**src/rtl/unstick_pkg.sv**
```systemverilog
package unstick_pkg;

    typedef enum logic [3:0] {
        ST_IDLE,
        ST_SDA_CHK,
        ST_SCL_CHK,
        ST_STRETCH,
        ST_CLK_LO,
        ST_CLK_HI,
        ST_START_A,
        ST_START_B,
        ST_STOP_A,
        ST_STOP_B
    } rec_state_e;

    typedef enum logic [1:0] {
        RES_NONE      = 2'b00,
        RES_OK        = 2'b01,
        RES_SDA_STUCK = 2'b10,
        RES_SCL_STUCK = 2'b11
    } rec_result_e;

endpackage

```
**src/rtl/unstick_sync.sv**
```systemverilog
module unstick_sync #(
    parameter int W      = 2,
    parameter int STAGES = 2
) (
    input  logic         clk,
    input  logic         rst_n,
    input  logic [W-1:0] d,
    output logic [W-1:0] q
);
    // Idle bus level is high, so every stage resets to all ones
    logic [STAGES-1:0][W-1:0] stage_q;

    always_ff @(posedge clk or negedge rst_n) begin
        if (!rst_n) begin
            stage_q <= '1;
        end else begin
            stage_q[0] <= d;
            for (int s = 1; s < STAGES; s++) begin
                stage_q[s] <= stage_q[s-1];
            end
        end
    end

    assign q = stage_q[STAGES-1];

endmodule

```
**src/rtl/unstick_tick.sv**
```systemverilog
module unstick_tick #(
    parameter int TICK_CYCLES = 1000
) (
    input  logic clk,
    input  logic rst_n,
    input  logic run,
    output logic expire
);
    generate
        if (TICK_CYCLES <= 1) begin : g_single
            assign expire = run;
        end else begin : g_count
            localparam int CW = $clog2(TICK_CYCLES + 1);
            localparam logic [CW-1:0] LAST = CW'(TICK_CYCLES - 1);
            logic [CW-1:0] cnt_q;

            assign expire = run && (cnt_q == LAST);

            always_ff @(posedge clk or negedge rst_n) begin
                if (!rst_n) begin
                    cnt_q <= '0;
                end else if (!run || expire) begin
                    cnt_q <= '0;
                end else begin
                    cnt_q <= cnt_q + 1'b1;
                end
            end


            tick_range_chk: assert property (@(posedge clk) disable iff (!rst_n)
                cnt_q <= LAST);
        end
    endgenerate

endmodule

```
**src/rtl/i2c_unstick.sv**
```systemverilog
module i2c_unstick
    import unstick_pkg::*;
#(
    parameter int CLK_HZ      = 100_000_000,
    parameter int UNIT_US     = 10,
    parameter int TICK_CYCLES = (CLK_HZ / 1_000_000) * UNIT_US,
    parameter int MAX_PULSES  = 10,
    parameter int MAX_RETRIES = 10
) (
    input  logic       clk,
    input  logic       rst_n,
    input  logic       recover_req,
    input  logic       scl_in,
    input  logic       sda_in,
    output logic       scl_oe,
    output logic       sda_oe,
    output logic       busy,
    output logic       done,
    output logic [1:0] result
);
    localparam int PCW = $clog2(MAX_PULSES + 2);
    localparam int RCW = $clog2(MAX_RETRIES + 2);
    localparam logic [PCW-1:0] PULSE_LIM = PCW'(MAX_PULSES);
    localparam logic [RCW-1:0] RETRY_LIM = RCW'(MAX_RETRIES);

    rec_state_e     state_q, state_d;
    logic [PCW-1:0] pulse_q, pulse_d;
    logic [RCW-1:0] retry_q, retry_d;
    rec_result_e    result_q, result_d;
    logic           done_q, done_d;
    logic           scl_s, sda_s;
    logic           tick_run, tick_exp;

    unstick_sync #(.W(2), .STAGES(2)) u_sync (
        .clk   (clk),
        .rst_n (rst_n),
        .d     ({scl_in, sda_in}),
        .q     ({scl_s, sda_s})
    );

    unstick_tick #(.TICK_CYCLES(TICK_CYCLES)) u_tick (
        .clk    (clk),
        .rst_n  (rst_n),
        .run    (tick_run),
        .expire (tick_exp)
    );

    // State register
    always_ff @(posedge clk or negedge rst_n) begin
        if (!rst_n) begin
            state_q  <= ST_IDLE;
            pulse_q  <= '0;
            retry_q  <= '0;
            result_q <= RES_NONE;
            done_q   <= 1'b0;
        end else begin
            state_q  <= state_d;
            pulse_q  <= pulse_d;
            retry_q  <= retry_d;
            result_q <= result_d;
            done_q   <= done_d;
        end
    end

    // Next-state logic
    always_comb begin
        state_d  = state_q;
        pulse_d  = pulse_q;
        retry_d  = retry_q;
        result_d = result_q;
        done_d   = 1'b0;
        unique case (state_q)
            ST_IDLE: begin
                if (recover_req) begin
                    state_d  = ST_SDA_CHK;
                    pulse_d  = '0;
                    result_d = RES_NONE;
                end
            end
            ST_SDA_CHK: begin
                if (sda_s) begin
                    state_d = ST_START_A;
                end else if (pulse_q > PULSE_LIM) begin
                    state_d  = ST_IDLE;
                    result_d = RES_SDA_STUCK;
                    done_d   = 1'b1;
                end else begin
                    pulse_d = pulse_q + 1'b1;
                    retry_d = '0;
                    state_d = ST_SCL_CHK;
                end
            end
            ST_SCL_CHK: begin
                if (scl_s) begin
                    state_d = ST_CLK_LO;
                end else if (retry_q > RETRY_LIM) begin
                    state_d  = ST_IDLE;
                    result_d = RES_SCL_STUCK;
                    done_d   = 1'b1;
                end else begin
                    retry_d = retry_q + 1'b1;
                    state_d = ST_STRETCH;
                end
            end
            ST_STRETCH: if (tick_exp) state_d = ST_SCL_CHK;
            ST_CLK_LO:  if (tick_exp) state_d = ST_CLK_HI;
            ST_CLK_HI:  if (tick_exp) state_d = ST_SDA_CHK;
            ST_START_A: if (tick_exp) state_d = ST_START_B;
            ST_START_B: if (tick_exp) state_d = ST_STOP_A;
            ST_STOP_A:  if (tick_exp) state_d = ST_STOP_B;
            ST_STOP_B: begin
                if (tick_exp) begin
                    state_d  = ST_IDLE;
                    result_d = RES_OK;
                    done_d   = 1'b1;
                end
            end
            default: state_d = ST_IDLE;
        endcase
    end

    // Outputs
    always_comb begin
        scl_oe   = 1'b0;
        sda_oe   = 1'b0;
        tick_run = 1'b0;
        unique case (state_q)
            ST_IDLE, ST_SDA_CHK, ST_SCL_CHK: ;
            ST_STRETCH, ST_CLK_HI, ST_STOP_B: tick_run = 1'b1;
            ST_CLK_LO: begin
                scl_oe   = 1'b1;
                tick_run = 1'b1;
            end
            ST_START_A, ST_STOP_A: begin
                sda_oe   = 1'b1;
                tick_run = 1'b1;
            end
            ST_START_B: begin
                scl_oe   = 1'b1;
                sda_oe   = 1'b1;
                tick_run = 1'b1;
            end
            default: ;
        endcase
    end

    assign busy   = (state_q != ST_IDLE);
    assign done   = done_q;
    assign result = result_q;


    idle_release_chk: assert property (@(posedge clk) disable iff (!rst_n)
        !busy |-> (!scl_oe && !sda_oe));


    done_pulse_chk: assert property (@(posedge clk) disable iff (!rst_n)
        done |=> !done);


    done_busy_chk: assert property (@(posedge clk) disable iff (!rst_n)
        done |-> (!busy && $past(busy)));


    result_hold_chk: assert property (@(posedge clk) disable iff (!rst_n)
        (result != $past(result)) |-> (done || busy));


    clk_after_high_chk: assert property (@(posedge clk) disable iff (!rst_n)
        ($rose(scl_oe) && !sda_oe) |-> $past(scl_s));


    start_order_chk: assert property (@(posedge clk) disable iff (!rst_n)
        $rose(sda_oe) |-> (!scl_oe && $past(sda_s)));


    pulse_bound_chk: assert property (@(posedge clk) disable iff (!rst_n)
        pulse_q <= PULSE_LIM + 1'b1);

endmodule

```
**config.mk**
```make
export PLATFORM = sky130hd
export DESIGN_NAME = i2c_unstick
export DESIGN_NICKNAME = d
export VERILOG_FILES = /design/src/rtl/unstick_pkg.sv /design/src/rtl/unstick_sync.sv /design/src/rtl/unstick_tick.sv /design/src/rtl/i2c_unstick.sv
export SDC_FILE = /design/constraint.sdc
export NUM_CORES = 1
export LEC_CHECK = 0
export BUFFER_PORTS_ARGS = -buffer_cell sky130_fd_sc_hd__buf_2
export CORE_ASPECT_RATIO = 0.9
export CORE_UTILIZATION = 59
export CTS_CLUSTER_DIAMETER = 50
export DETAILED_ROUTE_END_ITERATION = 16
export PLACE_DENSITY = 0.81
export REMOVE_ABC_BUFFERS = 1
export SYNTH_ARGS = -nofsm -noshare
export SYNTH_HDL_FRONTEND = slang
export SYNTH_SLANG_ARGS = --single-unit
```
**constraint.sdc**
```tcl
create_clock -name clk -period 2 [get_ports clk]
set_clock_uncertainty 0.05 [all_clocks]
set_input_delay 0.1 -clock clk [delete_from_list [all_inputs] [get_ports clk]]
set_output_delay 0.1 -clock clk [all_outputs]
set_load 0.03 [all_outputs]
```
==> results of run 1 <==
==> worst paths after layout <==
check                           slack (ns)               startpoint  cells after the start           to
max in group asynchronous             1.22                    rst_n                      2   state_q[3]
worst max-delay path                  0.08               state_q[1]                      3       sda_oe
worst min-delay path                   0.1              recover_req                      3   state_q[0]
worst min register to register        0.31        u_sync.stage_q[1]                      0  u_sync.q[1]
min in group asynchronous             0.25                    rst_n                      2   pulse_q[3]
worst max register to register        0.15  u_tick.g_count.cnt_q[0]                      6    result[1]
==> layout make-up <==
| type | count | area share [%] |
|---|---|---|
| multi-input cells | 128 | 46.1 |
| flip-flops and latches | 29 | 41.2 |
| repair buffers | 16 | 5.76 |
| clock buffers | 7 | 3.65 |
| well taps | 28 | 1.97 |
| inverters | 5 | 1.05 |
| clock inverters | 1 | 0.281 |
==> worst max-delay path, delay by kind of cell (launching register included) <==
kind,cells,cell delay [ns]
AO/OA/AOI/OAI,1,0.22
flip-flops,1,0.51
AND/OR/NAND/NOR,1,0.47
buffers and inverters,1,0.23
==> layout by cell type (no fill, tap or decap), types with 2 or more instances in the layout <==
cell type	count
nand3b_1	2
o21a_1	4
dlygate4sd3_1	3
dfstp_2	4
o21ai_2	3
a31oi_1	2
nand2_1	12
clkbuf_8	2
o21ai_0	11
nand3_1	8
dfrtp_2	2
clkbuf_4	5
nor3_1	3
buf_2	10
buf_4	3
and3b_1	2
o31ai_1	3
o41ai_1	2
a32oi_1	2
xor2_1	3
nor2_1	21
dfrtp_1	23
and3_1	7
o21ai_1	3
ha_1	5
xnor2_1	5
a21o_1	2
nor2b_1	4
inv_1	5
==> power by group through the flow <==
stage	clock [uW]	combinational, uW	sequential [uW]
2_1_floorplan	0	640	931
3_3_place_gp	0	891	933
3_5_place_dp	0	917	946
4_1_cts	415	930	933
5_1_grt	438	1060	975
6_report	411	947	948
==> routing by layer <==
metal,global-route usage [%],up-vias
li1,-,636
met1,37.1,620
met2,40.8,50
met3,9.37,13
met4,15.0,0
met5,0,-
==> through the flow <==
step	hold slack (ns)	util, %	total power (uW)
6_report	0.0965	71.5	2310
5_1_grt	0.140	71.5	2480
4_1_cts	0.0935	70.9	2280
3_5_place_dp	0.102	66.9	1860
3_3_place_gp	0.0950	66.9	1820
2_1_floorplan	-0.246	-	1570
==> cells by family after synthesis <==
group	after synthesis
compound gates	42
xor+xnor	8
fa+ha+maj	5
buf+inv	9
flops	29
mux	1
simple gates	72
==> cells in the mapped netlist, types with 3 or more instances <==
| library cell | count |
|---|---|
| and3_1 | 7 |
| dfrtp_1 | 25 |
| dfstp_2 | 4 |
| ha_1 | 5 |
| inv_1 | 5 |
| nand2_1 | 12 |
| nand3_1 | 8 |
| nor2_1 | 21 |
| nor2b_1 | 4 |
| nor3_1 | 3 |
| o21a_1 | 4 |
| o21ai_0 | 11 |
| o21ai_1 | 5 |
| o31ai_1 | 3 |
| xnor2_1 | 5 |
| xor2_1 | 3 |
==> sequential cells by signal, indices dropped and copies added (netlist names) <==
name	flops
done	1
state_q	4
u_sync.stage_q	2
u_tick.g_count.cnt_q	10
retry_q	4
result	2
pulse_q	4
u_sync.q	2
==> timing repair <==
item | in CTS | in global routing
hold endpoints to repair | 27 | 0
hold buffers | 3 | 0
resized for setup | 0 | 5
endpoints found under the setup margin | 0 | 8
==> flow_metrics.py, run 1 <==
metrics = {
    "sta": {
        "tightest_slew_ns": 0.609,
        "setup_slack_ns": 0.0787,
        "relSlewSlack_pct": 59.4,
        "fmax_mhz": 520,
        "setup-violations-final": 0,
        "hold_viol_final": 0,
        "tns_ns": 0,
        "slew_viol_final": 0,
        "period_share_pct": 96.1,
        "rsz0062_at_grt": "false",
        "min_period_ns": 1.92,
    },
    "global_routing": {
        "grt_usage_pct": 28.0,
        "grt_max_degree": 30,
        "antenna_found_initial": 0,
        "grt.overflow.total": 0,
        "grt_first_pass_wirelength_um": 6010,
        "grt_pass1_vias": 1312,
    },
    "placement": {
        "place_ws_ns": 0.134,
        "gp_congestion": 0.888,
        "placed_cells": 203,
        "dp_hpwl_um": 2350,
        "place_area_um2": 1670,
        "portBuffers": 10,
    },
    "synth": {
        "yosysSeqAreaShare_pct": 46.4,
        "yosys.area_share.simple_pct": 24.2,
        "synthMuxAreaShare_pct": 0.635,
        "yosysWarnings": 0,
        "ys_types": 49,
        "yosys.area.top_type_share_pct": 39.7,
        "synth_top_family_by_area": "simple AND/OR/NAND/NOR gates",
        "synth-edff-count": 0,
        "synth_largest_area_cell": "dfrtp_1",
        "syn_inst": 166,
        "ys_ff_latch": 29,
        "netlist_area_um2": 1580,
        "ys.flop_type": "dfrtp_1",
        "synth_compound_area_share_pct": 18.0,
        "synthAdderAreaFrac_pct": 3.97,
        "async_flop_share_pct": 100,
        "avgSynthCellArea_um2": 9.49,
        "synth.area.top_cells": "dfrtp_1 40%, dfstp_2 6.7%, nor2_1 5.0%",
        "synth-xor-area-share_pct": 4.45,
    },
    "pwr": {
        "comb_power_share_pct": 41.1,
        "powerDensity_nw_per_um2": 1300,
        "p_sw_share_pct": 42.6,
        "clkPwrFrac_pct": 17.8,
        "ir_worst_vdd_uv": 984,
        "power_frac_seq_pct": 41.1,
        "power_switching_uw": 983,
        "internal-power_uw": 1320,
        "p_leak_uw": 0.000833,
    },
    "layout": {
        "post-route-cell-area_um2": 1780,
        "drive_gt1_share_pct": 19.4,
        "seqCellArea_um2": 733,
        "area_growth_pct": 13.0,
        "diodes": 0,
        "fillCellCount": 185,
        "multi_input_area_um2": 821,
        "layout.nets": 195,
        "fin_cells": 214,
    },
    "clock_tree": {
        "clock_latency_ns": 0.34,
        "post-cts-setup-buffers": 0,
        "htree_num_levels": 2,
        "clock-sinks": 29,
        "cts_root_buf": "clkbuf_4",
        "clk_pin_slew_ns": 0.09,
        "cts_tree": "yes",
        "clk_path_buf_depth": 2,
        "cts_buffers": 5,
    },
    "outcome": {
        "status": "finished clean",
    },
    "worst_setup_path": {
        "required_ns": 1.85,
        "cp_cell_sequence": "or3b_1 -> o21ai_0 -> buf_2",
        "cp_max_fo": 15,
        "start_kind": "flop",
        "cp_data_arrival_time_ns": 1.77,
        "crit_path_max_incr_delay_ns": 0.51,
        "crit_type": "reg2out",
        "crit_path_top_delay_cell": "dfrtp_2",
        "setup.worst_path.end_class": "primary output",
    },
    "floorplanning": {
        "die_y_um": 51.0,
        "dieArea_um2": 2880,
        "die_x_um": 56.5,
        "row_count": 17,
        "core_area_um2": 2490,
        "ios": 11,
        "initial_core_util_pct": 63.3,
    },
    "drt": {
        "wire_per_inst_um": 15.5,
        "drtIter0Drc": 54,
        "wl_met3_um": 206,
        "via_per_inst": 6.16,
        "vias": 1319,
        "dr_wl_met2_um": 1440,
        "post-route-drc-count": 0,
        "ant_nets": 0,
        "highest_layer": "met4",
        "first_pass_iters": 4,
        "routed_wl_um": 3320,
        "drt-met1-wl_um": 1560,
    },
    "hold_path": {
        "min_path_type": "in2reg",
    },
    "flow_run": {
        "maxCapViolCount": 0,
    },
}
No activity file was read; power rests on OpenSTA's default activity.
==> run 2, diff against run 1 <==
--- a/config.mk
+++ b/config.mk
@@ -12,6 +12,7 @@
 export DETAILED_ROUTE_END_ITERATION = 16
 export PLACE_DENSITY = 0.81
 export REMOVE_ABC_BUFFERS = 1
+export SETUP_SLACK_MARGIN = 0.15
 export SYNTH_ARGS = -nofsm -noshare
 export SYNTH_HDL_FRONTEND = slang
 export SYNTH_SLANG_ARGS = --single-unit
==> run 2 against run 1 <==
  * Clock power about the same
  * Register-to-register slack worse by 0.02 ns
  * Wire length rose by 14%
  * First-iteration DRC count increased by 85%
  * Final cell count increased by 3.3%
  * Maximum frequency rose by 2.8%
  * Sequential power is 2% lower
  * Global-route usage is 1.0 points higher
  * Hold slack improved by 0.031 ns
  * Worst setup slack better by 0.051 ns
  * Non-clock buffer count up 7
  * Final area is 5.6% higher
==> flow_metrics.py, run 2 (same netlist as run 1, synthesis figures left out) <==
metrics = {
    "clock_tree": {
        "clock_latency_ns": 0.33,
        "htree_num_levels": 2,
        "clk_path_buf_depth": 2,
        "cts_buffers": 5,
        "cts_root_buf": "clkbuf_4",
        "clk_pin_slew_ns": 0.09,
        "clock-sinks": 29,
        "cts_tree": "yes",
    },
    "worst_setup_path": {
        "crit_type": "reg2reg",
        "cp_max_fo": 4,
        "cp_cell_sequence": "ha_2 -> nand2_1 -> or4_4 -> o21ai_2 -> nand4_1 -> a32oi_1",
        "timing.critical_path.buf_inv": 0,
        "setup.worst_path.end_class": "flop",
        "cp_top_family": "simple AND/OR/NAND/NOR gates",
        "crit_path_top_delay_cell": "or4_4",
        "start_kind": "flop",
        "cp_data_arrival_time_ns": 2.06,
        "required_ns": 2.19,
        "crit_path_max_incr_delay_ns": 0.53,
    },
    "sta": {
        "min_period_ns": 1.87,
        "slew_viol_final": 0,
        "hold_ws_ns": 0.127,
        "setup-violations-final": 0,
        "hold_viol_final": 0,
        "rsz0062_at_grt": "true",
        "tns_ns": 0,
        "fmax_mhz": 535,
        "tightest_slew_ns": 0.615,
        "relSlewSlack_pct": 59.0,
        "period_share_pct": 93.5,
    },
    "floorplanning": {
        "row_count": 17,
        "dieArea_um2": 2880,
        "die_x_um": 56.5,
        "initial_core_util_pct": 63.3,
        "ios": 11,
        "core_area_um2": 2490,
        "die_y_um": 51.0,
    },
    "layout": {
        "diodes": 0,
        "fillCellCount": 165,
        "final_cell_mix": "22 x dfrtp_1, 21 x nor2_1, 12 x nand2_1, 10 x o21ai_0",
        "drive_gt1_share_pct": 26.4,
        "seqCellArea_um2": 734,
        "largest_reg_flops": 10,
        "area_growth_pct": 19.4,
        "fin_cells": 221,
        "final_common_cell": "dfrtp_1",
        "largest-register": "u_tick.g_count.cnt_q",
        "multi_input_area_um2": 862,
        "layout.nets": 202,
        "post-route-util_pct": 75.6,
    },
    "global_routing": {
        "grtUsageMet3_pct": 9.11,
        "met2_usage_pct": 42.9,
        "grt_max_degree": 30,
        "antenna_found_initial": 0,
        "grt_first_pass_wirelength_um": 6190,
        "grt_usage_pct": 29.0,
        "met1_usage_pct": 39.0,
        "grt.busiest_layer": "met2",
        "grt.overflow.total": 0,
        "grt_pass1_vias": 1319,
    },
    "drt": {
        "wire_per_inst_um": 17.1,
        "routed_wl_um": 3790,
        "post-route-drc-count": 0,
        "via_per_inst": 6.27,
        "drtIter0Drc": 100,
        "first_pass_iters": 5,
        "ant_nets": 0,
        "vias": 1386,
    },
    "placement": {
        "portBuffers": 10,
        "gp_congestion": 0.888,
        "dp_hpwl_um": 2350,
        "placed_cells": 203,
    },
    "hold_path": {
        "min_path_type": "in2reg",
    },
    "pwr": {
        "powerDensity_nw_per_um2": 1310,
        "p_leak_uw": 0.000885,
        "ir_worst_vdd_uv": 1030,
    },
    "outcome": {
        "status": "finished clean",
    },
    "flow_run": {
        "maxCapViolCount": 0,
    },
}
==> run 2: through the flow <==
stage	cell area, um2	setup slack (ns)	power, uW
after global placement	1670	0.228	1820
final	1880	0.130	2470
after global routing	1880	0.0787	2630
after floorplan	1560	0.243	1570
after CTS	1790	0.162	2340
after detailed placement	1670	0.134	1860
==> run 2: path summary, 6_finish.rpt <==
| check | end | startpoint | slack (ns) | cells past startpoint |
|---|---|---|---|---|
| setup / recovery | result[0] | u_tick.g_count.cnt_q[0] | 0.13 | 6 |
| hold / removal | state_q[0] | recover_req | 0.13 | 3 |
| setup reg to reg | result[0] | u_tick.g_count.cnt_q[0] | 0.13 | 6 |
| hold reg to reg | u_sync.q[0] | u_sync.stage_q[0] | 0.31 | 0 |
| max in group asynchronous | state_q[3] | rst_n | 1.20 | 2 |
| min in group asynchronous | pulse_q[0] | rst_n | 0.26 | 2 |
==> run 2: timing repair <==
action	CTS	global route
endpoints found under the hold margin	27	0
gates resized for setup	6	10
pin swaps	0	1
hold buffers	3	0
endpoints found under the setup margin	4	22
buffers inserted	2	5
==> run 2: power breakdown <==
group / switching [uW] / internal (uW)
Sequential: 188 / 745
Clock: 208 / 203
Combinational: 665 / 457
Total: 1060 / 1410
==> run 2: area by class of cell <==
type	count	area share (%)
Multi-Input combinational cell	128	45.8
Sequential cell	29	39.1
Timing Repair Buffer	23	8.52
Clock buffer	7	3.46
Tap cell	28	1.86
Inverter	5	0.998
Clock inverter	1	0.266
==> run 2: routing by layer <==
metal / part of all wire, % / vias to the layer above
met5: 0 / -
met4: 3.0 / 0
met1: 43 / 650
met3: 8.3 / 14
li1: - / 648
met2: 46 / 74
==> run 2: worst register-to-register path, stage by stage (launching register included) <==
cell and delay (ns):
dfrtp_1 0.42, ha_2 0.20, nand2_1 0.07, or4_4 0.53
o21ai_2 0.14, nand4_1 0.14, a32oi_1 0.24
==> run 3, diff against run 2 <==
--- a/config.mk
+++ b/config.mk
@@ -7,10 +7,10 @@
 export LEC_CHECK = 0
 export BUFFER_PORTS_ARGS = -buffer_cell sky130_fd_sc_hd__buf_2
 export CORE_ASPECT_RATIO = 0.9
-export CORE_UTILIZATION = 59
+export CORE_UTILIZATION = 53
 export CTS_CLUSTER_DIAMETER = 50
 export DETAILED_ROUTE_END_ITERATION = 16
-export PLACE_DENSITY = 0.81
+export PLACE_DENSITY = 0.77
 export REMOVE_ABC_BUFFERS = 1
 export SETUP_SLACK_MARGIN = 0.15
 export SYNTH_ARGS = -nofsm -noshare
==> constraint.sdc (replaced) <==
create_clock -name clk -period 1.5 [get_ports clk]
set_clock_uncertainty 0.05 [all_clocks]
set_input_delay 0.075 -clock clk [delete_from_list [all_inputs] [get_ports clk]]
set_output_delay 0.075 -clock clk [all_outputs]
set_load 0.03 [all_outputs]
==> run 3 against run 2 <==
  * The flow now stops in global routing
  * Synthesized cell count unchanged
  * Synthesized area unchanged
==> flow_metrics.py, run 3 <==
metrics = {
    "synth": {
        "synthMuxAreaShare_pct": 0.635,
        "netlist_area_um2": 1580,
        "synth-xor-area-share_pct": 4.45,
        "async_flop_share_pct": 100,
        "synth.most_common_cell": "dfrtp_1",
        "yosys.area.top_type_share_pct": 39.7,
        "yosysWarnings": 0,
        "avgSynthCellArea_um2": 9.49,
        "ys.flop_type": "dfrtp_1",
        "synthAdderAreaFrac_pct": 3.97,
        "yosys.area_share.simple_pct": 24.2,
        "ys_ff_latch": 29,
        "yosys-top-cells-count": "25 x dfrtp_1, 21 x nor2_1, 12 x nand2_1, 11 x o21ai_0, 8 x nand3_1",
        "synth.area.top_cells": "dfrtp_1 40%, dfstp_2 6.7%, nor2_1 5.0%",
        "synth-edff-count": 0,
        "ys_types": 49,
        "synth_top_family_by_area": "simple AND/OR/NAND/NOR gates",
        "syn_inst": 166,
        "synth_compound_area_share_pct": 18.0,
        "synth_largest_area_cell": "dfrtp_1",
        "yosysSeqAreaShare_pct": 46.4,
    },
    "floorplanning": {
        "die_y_um": 53.7,
        "die_x_um": 59.5,
        "initial_core_util_pct": 56.4,
        "row_count": 18,
        "ios": 11,
    },
    "global_routing": {
        "antenna_found_initial": 1,
        "grt_max_degree": 30,
        "grt_usage_pct": 72.7,
        "grt.overflow.total": 23,
    },
    "clock_tree": {
        "htree_num_levels": 2,
        "clk_path_buf_depth": 2,
        "cts_buffers": 5,
        "cts_root_buf": "clkbuf_4",
        "clock-sinks": 29,
    },
    "sta": {
        "worst-ep-kind": "register input",
        "grt-worst-endpoint": "result[1]$_DFFE_PN0P_/D",
    },
    "outcome": {
        "haltStage": "global routing",
        "error": "[ERROR GRT-0232] Routing congestion too high. Check the congestion heatmap in the GUI.",
        "status": "aborted with a tool error",
    },
    "placement": {
        "dp_hpwl_um": 2950,
        "portBuffers": 10,
        "place_ws_ns": -0.309,
        "gp_congestion": 0.871,
    },
}
run 3: cell counts after synthesis:
No cell type changed its count.
run 3: per-stage QoR:
step / TNS [ns] / util, % / area [um2] / cells
after floorplan: -1.64 / - / 1560 / 162
after global placement: -2.63 / 70.4 / 1970 / 253
after detailed placement: -4.22 / 70.4 / 1970 / 253
after CTS: -3.18 / 87.9 / 2460 / 283
run 3: routing by layer:
layer	track usage, %	GRT overflow
met1	74.0	0
met2	90.4	12
met3	51.0	0
met4	82.1	11
met5	7.14	0
run 3: what timing repair did:
action,in CTS
setup buffers,19
setup endpoints to repair,28
pin swaps,30
hold endpoints to repair,27
resized for setup,74
hold buffers,3
run 3: cell families after synthesis:
kind of cell	after synthesis
compound gates	42
xor+xnor	8
fa+ha+maj	5
buf+inv	9
flops	29
mux	1
simple gates	72
==> run 4, diff against run 3 <==
--- a/config.mk
+++ b/config.mk
@@ -6,13 +6,10 @@
 export NUM_CORES = 1
 export LEC_CHECK = 0
 export BUFFER_PORTS_ARGS = -buffer_cell sky130_fd_sc_hd__buf_2
-export CORE_ASPECT_RATIO = 0.9
-export CORE_UTILIZATION = 53
-export CTS_CLUSTER_DIAMETER = 50
+export CORE_UTILIZATION = 40
 export DETAILED_ROUTE_END_ITERATION = 16
-export PLACE_DENSITY = 0.77
+export PLACE_DENSITY_LB_ADDON = 0.15
 export REMOVE_ABC_BUFFERS = 1
-export SETUP_SLACK_MARGIN = 0.15
 export SYNTH_ARGS = -nofsm -noshare
 export SYNTH_HDL_FRONTEND = slang
 export SYNTH_SLANG_ARGS = --single-unit
==> constraint.sdc (replaced) <==
create_clock -name clk -period 1.95 [get_ports clk]
set_clock_uncertainty 0.05 [all_clocks]
set_input_delay 0.0975 -clock clk [delete_from_list [all_inputs] [get_ports clk]]
set_output_delay 0.0975 -clock clk [all_outputs]
set_load 0.03 [all_outputs]
==> run 4 against run 3 <==
  * The flow now finishes without violations
==> flow_metrics.py, run 4 (same netlist as run 1, synthesis figures left out) <==
metrics = {
    "layout": {
        "final_cell_mix": "25 x dfrtp_1, 21 x nor2_1, 11 x nand2_1, 11 x o21ai_0, 10 x buf_2",
        "post-route-util_pct": 50.2,
        "fillCellCount": 346,
        "largest-register": "u_tick.g_count.cnt_q",
        "multi_input_area_um2": 846,
        "layout.nets": 196,
        "drive_gt1_share_pct": 21.4,
        "fin_cells": 235,
        "largest_reg_flops": 10,
        "diodes": 0,
        "area_growth_pct": 18.5,
        "final_common_cell": "dfrtp_1",
        "seqCellArea_um2": 731,
    },
    "drt": {
        "vias": 1304,
        "routed_wl_um": 3310,
        "via_per_inst": 5.55,
        "ant_nets": 0,
        "drtIter0Drc": 56,
        "post-route-drc-count": 0,
        "first_pass_iters": 4,
        "wire_per_inst_um": 14.1,
    },
    "worst_setup_path": {
        "crit_path_top_delay_cell": "or4_4",
        "cp_data_arrival_time_ns": 1.97,
        "timing.critical_path.buf_inv": 0,
        "cp_max_fo": 4,
        "crit_type": "reg2reg",
        "cp_cell_sequence": "ha_2 -> nand2_1 -> or4_4 -> o21ai_1 -> nand4_1 -> a21o_1",
        "setup.worst_path.end_class": "flop",
        "start_kind": "flop",
        "crit_path_max_incr_delay_ns": 0.53,
        "required_ns": 2.07,
        "cp_top_family": "simple AND/OR/NAND/NOR gates",
    },
    "floorplanning": {
        "die_y_um": 64.8,
        "die_x_um": 64.8,
        "ios": 11,
        "dieArea_um2": 4190,
        "core_area_um2": 3720,
        "row_count": 22,
        "initial_core_util_pct": 42.4,
    },
    "flow_run": {
        "maxCapViolCount": 0,
    },
    "clock_tree": {
        "clk_path_buf_depth": 2,
        "clock_latency_ns": 0.28,
        "cts_root_buf": "clkbuf_8",
        "htree_num_levels": 2,
        "clk_pin_slew_ns": 0.06,
        "cts_tree": "yes",
        "clock-sinks": 29,
        "cts_buffers": 5,
    },
    "placement": {
        "gp_congestion": 0.818,
        "placed_cells": 224,
        "dp_hpwl_um": 2350,
        "portBuffers": 10,
    },
    "hold_path": {
        "min_path_type": "in2reg",
    },
    "sta": {
        "tightest_slew_ns": 0.643,
        "setup-violations-final": 0,
        "hold_viol_final": 0,
        "slew_viol_final": 0,
        "fmax_mhz": 539,
        "min_period_ns": 1.86,
        "relSlewSlack_pct": 57.1,
        "rsz0062_at_grt": "true",
        "period_share_pct": 95.2,
    },
    "pwr": {
        "p_sw_share_pct": 40.8,
        "total_power_uw": 2500,
        "power_frac_seq_pct": 38.9,
        "powerDensity_nw_per_um2": 1340,
        "clkPwrFrac_pct": 21.8,
        "comb_power_share_pct": 39.3,
        "internal-power_uw": 1480,
        "p_leak_uw": 0.000852,
        "ir_worst_vdd_uv": 741,
        "power_switching_uw": 1020,
    },
    "global_routing": {
        "grt.overflow.total": 0,
        "antenna_found_initial": 0,
        "grt_first_pass_wirelength_um": 5790,
        "grt_pass1_vias": 1265,
        "grt_max_degree": 30,
        "grt_usage_pct": 18.3,
    },
    "outcome": {
        "status": "finished clean",
    },
}
-- run 4: power by group through the flow --
stage	clock network [uW]	logic, uW	registers [uW]
after floorplan	0	656	955
after global placement	0	930	965
after detailed placement	0	934	970
after CTS	565	953	958
after global routing	590	1110	999
final	546	985	973
-- run 4: worst paths after layout --
check                           slack (ns)  cells past startpoint     endpoint                    start
worst min-delay path                  0.17                      3   state_q[0]              recover_req
worst max-delay path                  0.09                      6    result[1]  u_tick.g_count.cnt_q[0]
max in group asynchronous             1.10                      2   retry_q[0]                    rst_n
min in group asynchronous             0.32                      2   pulse_q[2]                    rst_n
worst max register to register        0.09                      6    result[1]  u_tick.g_count.cnt_q[0]
worst min register to register        0.31                      0  u_sync.q[1]        u_sync.stage_q[1]
-- run 4: layout make-up --
class,count,share of cell area [%]
clock inverter,1,0.268
clock buffer,7,5.16
timing repair buffer,17,5.90
tap,48,3.22
sequential,29,39.1
multi-input combinational,128,45.3
inverter,5,1.01
-- run 4: worst register-to-register path, stage by stage (launching register included) --
cell and delay (ns):
dfrtp_1 0.39, ha_2 0.21, nand2_1 0.08, or4_4 0.53, o21ai_1 0.16, nand4_1 0.13, a21o_1 0.20
-- run 4: repair_timing --
action,4_1_cts,5_1_grt
hold buffers,3,0
buffers inserted,0,0
endpoints found under the hold margin,27,0
resized for setup,0,8
setup endpoints to repair,0,11
-- run 4: layer usage --
layer	global-route usage [%]	up-vias	wire length (um)
li1	-	636	-
met1	25.9	634	1610
met2	26.4	30	1530
met3	3.87	4	133
met4	8.33	0	33
met5	0	-	0
-- run 4: per-stage QoR --
stage / TNS (ns) / worst slack, ns / hold WS, ns / cell area, um2
2_1_floorplan: 0 / 0.196 / -0.248 / 1560
3_3_place_gp: 0 / 0.0873 / 0.0977 / 1700
3_5_place_dp: 0 / 0.0536 / 0.120 / 1700
4_1_cts: 0 / 0.0242 / 0.165 / 1830
5_1_grt: -0.0376 / -0.0259 / 0.205 / 1870
6_report: 0 / 0.0933 / 0.171 / 1870
